$ cat src/rtl/ocpwm_pkg.sv
package ocpwm_pkg;

    typedef enum logic [1:0] {
        PS_DIV1   = 2'd0,
        PS_DIV8   = 2'd1,
        PS_DIV64  = 2'd2,
        PS_DIV256 = 2'd3
    } presc_e;

    typedef enum logic {
        PIN_LOW  = 1'b0,
        PIN_HIGH = 1'b1
    } pin_state_e;

    // Terminal count of the prescaler: ratio minus one.
    function automatic logic [7:0] presc_limit(input presc_e sel);
        logic [7:0] lim;
        unique case (sel)
            PS_DIV1:   lim = 8'd0;
            PS_DIV8:   lim = 8'd7;
            PS_DIV64:  lim = 8'd63;
            PS_DIV256: lim = 8'd255;
        endcase
        return lim;
    endfunction

endpackage

$ cat src/rtl/ocpwm_prescaler.sv
module ocpwm_prescaler
    import ocpwm_pkg::*;
#(
    parameter int CNT_W = 8
) (
    input  logic       clk,
    input  logic       rst_n,
    input  logic       enable,
    input  logic       run,
    input  logic [1:0] sel,
    output logic       tick
);
    logic [CNT_W-1:0] cnt_q;
    logic [CNT_W-1:0] limit;

    assign limit = CNT_W'(presc_limit(presc_e'(sel)));
    assign tick  = run && (cnt_q >= limit);

    always_ff @(posedge clk or negedge rst_n) begin
        if (!rst_n) begin
            cnt_q <= '0;
        end else if (!enable) begin
            cnt_q <= '0;
        end else if (run) begin
            if (cnt_q >= limit) cnt_q <= '0;
            else                cnt_q <= cnt_q + 1'b1;
        end
    end
endmodule

$ cat src/rtl/ocpwm_timebase.sv
module ocpwm_timebase #(
    parameter int W = 16
) (
    input  logic         clk,
    input  logic         rst_n,
    input  logic         tick,
    input  logic [W-1:0] period,
    output logic [W-1:0] count,
    output logic [W-1:0] count_next,
    output logic         wrap
);
    logic [W-1:0] cnt_q;

    assign count      = cnt_q;
    assign wrap       = tick && (cnt_q == period);
    assign count_next = wrap ? '0 : cnt_q + 1'b1;

    always_ff @(posedge clk or negedge rst_n) begin
        if (!rst_n)    cnt_q <= '0;
        else if (tick) cnt_q <= count_next;
    end
endmodule

$ cat src/rtl/ocpwm_out_fsm.sv
module ocpwm_out_fsm
    import ocpwm_pkg::*;
#(
    parameter int W = 16
) (
    input  logic         clk,
    input  logic         rst_n,
    input  logic         tick,
    input  logic         wrap,
    input  logic [W-1:0] count_next,
    input  logic         cmp_mode,
    input  logic [W-1:0] duty_buf,
    input  logic         tmr_if_clr,
    input  logic         cmp_if_clr,
    output logic         pin,
    output logic         tmr_flag,
    output logic         cmp_flag
);
    pin_state_e   state_q, state_d;
    logic [W-1:0] active_q;
    logic         tmr_flag_q, cmp_flag_q;
    logic         pwm_wrap, pwm_clear, cmp_hit;

    assign pwm_wrap  = wrap && !cmp_mode;
    assign pwm_clear = tick && !cmp_mode && !wrap && (count_next == active_q);
    assign cmp_hit   = tick && cmp_mode && (count_next == duty_buf);

    always_comb begin
        state_d = state_q;
        unique case (state_q)
            PIN_LOW: begin
                if (pwm_wrap && (duty_buf != '0)) state_d = PIN_HIGH;  // ROLL_SET
                else if (cmp_hit)                 state_d = PIN_HIGH;  // CMP_SET
            end
            PIN_HIGH: begin
                if (pwm_wrap && (duty_buf == '0)) state_d = PIN_LOW;   // ROLL_ZERO
                else if (pwm_clear)               state_d = PIN_LOW;   // DUTY_CLEAR
            end
        endcase
    end

    always_ff @(posedge clk or negedge rst_n) begin
        if (!rst_n) begin
            state_q    <= PIN_LOW;
            active_q   <= '0;
            tmr_flag_q <= 1'b0;
            cmp_flag_q <= 1'b0;
        end else begin
            state_q <= state_d;
            if (wrap) active_q <= duty_buf;
            if (wrap)            tmr_flag_q <= 1'b1;
            else if (tmr_if_clr) tmr_flag_q <= 1'b0;
            if (cmp_hit)         cmp_flag_q <= 1'b1;
            else if (cmp_if_clr) cmp_flag_q <= 1'b0;
        end
    end

    always_comb begin
        pin      = (state_q == PIN_HIGH);
        tmr_flag = tmr_flag_q;
        cmp_flag = cmp_flag_q;
    end
endmodule

$ cat src/rtl/ocpwm_channel.sv
module ocpwm_channel
    import ocpwm_pkg::*;
#(
    parameter int W       = 16,
    parameter int PRESC_W = 8
) (
    input  logic         clk,
    input  logic         rst_n,
    input  logic         tmr_en,
    input  logic [1:0]   prescale_sel,
    input  logic [W-1:0] period,
    input  logic         duty_wr_en,
    input  logic [W-1:0] duty_wr_data,
    input  logic         cmp_mode,
    input  logic         sleep,
    input  logic         idle,
    input  logic         ch_stop_idle,
    input  logic         tmr_stop_idle,
    input  logic         tmr_ie,
    input  logic         cmp_ie,
    input  logic         tmr_if_clr,
    input  logic         cmp_if_clr,
    output logic         pwm_pin,
    output logic         tmr_irq,
    output logic         cmp_irq,
    output logic [W-1:0] tmr_count
);
    logic         run, tick, wrap;
    logic [W-1:0] count_next;
    logic [W-1:0] duty_buf;
    logic         tmr_flag, cmp_flag;

    assign run = tmr_en && !sleep && !(idle && (ch_stop_idle || tmr_stop_idle));

    always_ff @(posedge clk or negedge rst_n) begin
        if (!rst_n)          duty_buf <= '0;
        else if (duty_wr_en) duty_buf <= duty_wr_data;
    end

    ocpwm_prescaler #(.CNT_W(PRESC_W)) u_presc (
        .clk(clk), .rst_n(rst_n), .enable(tmr_en), .run(run),
        .sel(prescale_sel), .tick(tick)
    );

    ocpwm_timebase #(.W(W)) u_tb (
        .clk(clk), .rst_n(rst_n), .tick(tick), .period(period),
        .count(tmr_count), .count_next(count_next), .wrap(wrap)
    );

    ocpwm_out_fsm #(.W(W)) u_fsm (
        .clk(clk), .rst_n(rst_n), .tick(tick), .wrap(wrap),
        .count_next(count_next), .cmp_mode(cmp_mode), .duty_buf(duty_buf),
        .tmr_if_clr(tmr_if_clr), .cmp_if_clr(cmp_if_clr),
        .pin(pwm_pin), .tmr_flag(tmr_flag), .cmp_flag(cmp_flag)
    );

    assign tmr_irq = tmr_flag && tmr_ie;
    assign cmp_irq = cmp_flag && cmp_ie;
endmodule

$ cat config.mk
export PLATFORM = sky130hd
export DESIGN_NAME = ocpwm_channel
export DESIGN_NICKNAME = d
export VERILOG_FILES = /design/src/rtl/ocpwm_pkg.sv /design/src/rtl/ocpwm_prescaler.sv /design/src/rtl/ocpwm_timebase.sv /design/src/rtl/ocpwm_out_fsm.sv /design/src/rtl/ocpwm_channel.sv
export SDC_FILE = /design/constraint.sdc
export NUM_CORES = 1
export LEC_CHECK = 0
export BUFFER_PORTS_ARGS = -buffer_cell sky130_fd_sc_hd__clkbuf_2
export CAP_MARGIN = 20
export CORE_AREA = 2 2 153 110
export DETAILED_ROUTE_END_ITERATION = 10
export DIE_AREA = 0 0 155 112
export GPL_TIMING_DRIVEN = 0
export HOLD_SLACK_MARGIN = 0.03
export PLACE_DENSITY = 0.39
export SYNTH_ARGS = -nofsm -noshare
export SYNTH_HDL_FRONTEND = slang
export SYNTH_SLANG_ARGS = --single-unit
$ cat constraint.sdc
create_clock -name clk -period 5.83 [get_ports clk]
set_input_delay 1.166 -clock clk [delete_from_list [all_inputs] [get_ports clk]]
set_output_delay 1.166 -clock clk [all_outputs]
set_load 0.005 [all_outputs]
==> results.sh <==
export IMPL_cp_arrival_ns=3.89
export IMPL_start_kind="primary input"
export IMPL_start_util_pct=24.6
export IMPL_cts_root_buf="clkbuf_16"
export IMPL_swShare_pct=24.3
export IMPL_worst_hold_path_type="reg2reg"
export IMPL_crit_fanout=8
export IMPL_final_antenna_net_count=0
export IMPL_synth_most_common_cell="nand2_1"
export IMPL_drt_iter0_markers=234
export IMPL_postSynthAreaPerCell_um2=8.95
export IMPL_criticalPathCategory="in2reg"
export IMPL_worstSetupEndpointType="flip-flop"
export IMPL_ys_warn_count=0
export IMPL_seq_area_frac_synth_pct=37.7
export IMPL_cts_max_level=3
export IMPL_yosysTopAreaCell="dfrtp_1"
export IMPL_final_nets=569
export IMPL_clock_skew_ns=0.00396
export IMPL_drv_cap=0
export IMPL_clk_pin_slew_ns=0.05
export IMPL_power_frac_comb_pct=8.5
export IMPL_place_congestion=0.803
export IMPL_n_antenna_cell=0
export IMPL_ff_latch_area_um2=1480
export IMPL_relSlewSlack_pct=42.6
export IMPL_synth_mux_area_share_pct=3.96
export IMPL_antenna_found_initial=0
export IMPL_rsz0062_at_grt="false"
export IMPL_coreArea_um2=16000
export IMPL_hpwl_um=9570
export IMPL_synth_edf_count=0
export IMPL_finalCriticalPeriod_ns=3.71
export IMPL_ys_ff_latch=59
export IMPL_multi_input_area_um2=2270
export IMPL_fillers=1719
export IMPL_setup_ws_ns=2.12
export IMPL_routed_via_density=4.90
export IMPL_die_w_um=155
export IMPL_finalHoldViolCount=0
export IMPL_finalCoreUtilization_pct=30.0
export IMPL_synth_area_um2=3920
export IMPL_synth_top_area_share_pct=37.7
export IMPL_clk_path_buf_depth=2
export IMPL_period_share_pct=63.6
export IMPL_postCtsHoldBufs=0
export IMPL_synthCells=438
export IMPL_worst_pin_slew_ns=0.860
export IMPL_ys_flop_type="dfrtp_1"
export IMPL_p_seq_share_pct=42.8
export IMPL_io_buffers=65
export IMPL_ir_drop_mv=0.0884
export IMPL_power_switching_uw=251
export IMPL_drive_gt1_share_pct=23.4
export IMPL_synth_area_top_cells="dfrtp_1 38%, xnor2_1 6.5%, nand2_1 6.2%, o21ai_0 5.0%, mux2_2 3.4%"
export IMPL_p_int_uw=782
export IMPL_required_ns=6.01
export IMPL_drt_pass1_iterations=4
export IMPL_grt_pass1_vias=3469
export IMPL_numCtsBuffers=9
export IMPL_tns_ns=0
export IMPL_power_share_clock_pct=48.6
export IMPL_pre_cts_ws_ns=1.83
export IMPL_async_flop_share_pct=100
export IMPL_leakage_nw=2.11
export IMPL_die_h_um=112
export IMPL_final_max_slew_viol_count=0
export IMPL_grtUsageTotal_pct=15.1
export IMPL_placed_area_um2=4500
export IMPL_cts_resized=0
export IMPL_synth_compound_area_share_pct=17.7
export IMPL_drc_errors=0
export IMPL_post_cts_buffers=0
export IMPL_synth_xor_area_share_pct=7.95
export IMPL_synth_cell_types=73
export IMPL_vias=3541
export IMPL_power_mw=1.03
export IMPL_p_per_area_nw_per_um2=216
export IMPL_fmax_mhz=270
export IMPL_synthAdderAreaFrac_pct=2.55
export IMPL_cts_tree="yes"
export IMPL_synthSimpleGateAreaFrac_pct=25.9
export IMPL_cts_sinks=59
export IMPL_ios=66
export IMPL_grt_pass1_wl_um=20000
export IMPL_clock_latency_ns=0.33
export IMPL_dieArea_um2=17400
export IMPL_setup_viol=0
export IMPL_grt_max_degree=60
export IMPL_synth_nets=493
export IMPL_postLayoutCellArea_um2=4780
export IMPL_area_growth_pct=22.1
export IMPL_synth_top_cells_by_count="65 x nand2_1, 59 x dfrtp_1, 39 x o21ai_0"
export IMPL_grt_overflow=0
export IMPL_routedWlPerCell_um=17.3
export IMPL_totalWireLength_um=12500
export IMPL_synth_top_family_by_area="simple AND/OR/NAND/NOR gates"
export IMPL_status="finished, final reports clean"
export IMPL_rows=39
==> cells in the final DEF (no fill, tap or decap), types with 11 or more instances in the layout <==
master,Yosys,layout
clkbuf_1,13,14
clkbuf_2,0,64
dfrtp_1,59,59
inv_1,14,14
mux2_2,12,12
nand2_1,65,65
nand3_1,12,12
nand4_1,11,11
nor2_1,29,29
o21ai_0,39,39
xnor2_1,29,29
==> state kept, by name (all words and copies together) (netlist names) <==
signal          count
duty_buf           16
u_fsm.active_q     16
u_tb.count         16
u_fsm.cmp_flag      1
u_fsm.pin           1
u_presc.cnt_q       8
u_fsm.tmr_flag      1
==> worst max-delay path, cell delays in order <==
cell and delay [ns]:
clkbuf_2 0.12, nand2_1 0.09, ha_1 0.33, and4_1 0.22, o211ai_1 0.09, o211ai_1 0.57
or3b_1 0.49, a211o_1 0.30, a21oi_1 0.21, and4_1 0.22, a31oi_1 0.08
==> final timing paths <==
check,from,to,slack [ns],cells after the start
setup / recovery,prescale_sel[1],u_fsm.pin$_DFF_PN0_,2.12,11
hold / removal,u_fsm.active_q[4]$_DFFE_PN0N_,u_fsm.active_q[4]$_DFFE_PN0N_,0.50,2
setup reg to reg,u_tb.count[1]$_DFFE_PN0N_,u_fsm.pin$_DFF_PN0_,2.70,9
hold reg to reg,u_fsm.active_q[4]$_DFFE_PN0N_,u_fsm.active_q[4]$_DFFE_PN0N_,0.50,2
max in group asynchronous,rst_n,duty_buf[13]$_DFFE_PN0P_,4.30,1
min in group asynchronous,rst_n,u_tb.count[3]$_DFFE_PN0N_,0.98,1
==> stage by stage <==
step                      cells  hold WS (ns)
after CTS                   723         0.504
after global routing        723         0.536
final                       723         0.495
after floorplan             438         0.459
after global placement      708         0.483
after detailed placement    708         0.493
==> power groups by stage <==
| stage | Sequential (mW) | Clock (mW) | Combinational (mW) |
|---|---|---|---|
| 2_1_floorplan | 0.441 | 0 | 0.0478 |
| 3_3_place_gp | 0.449 | 0 | 0.0883 |
| 3_5_place_dp | 0.449 | 0 | 0.0892 |
| 4_1_cts | 0.442 | 0.522 | 0.0897 |
| 5_1_grt | 0.444 | 0.534 | 0.0990 |
| 6_report | 0.442 | 0.502 | 0.0883 |
==> logic make-up (layout without fill, tap and decap cells) <==
kind of cell | Yosys count | in the layout
mux | 14 | 14
compound gates | 106 | 106
buf+inv | 39 | 119
simple gates | 178 | 178
xor+xnor | 34 | 34
flops | 59 | 59
fa+ha+maj | 8 | 8
==> layer usage <==
metal	GRT usage [%]	up-vias	routed length, um
met3	4.05	14	744
li1	-	1756	-
met4	4.26	0	179
met5	0	-	0
met1	23.3	1681	6580
met2	20.4	90	5040
==> area by class of cell <==
class,count,area share (%)
repair buffers,65,6.85
multi-input cells,340,47.5
flip-flops and latches,59,30.9
plain buffers,25,2.46
clock inverters,2,0.209
well taps,205,5.36
clock buffers,13,5.65
inverters,14,1.10
(Power assumes the default switching activity.)
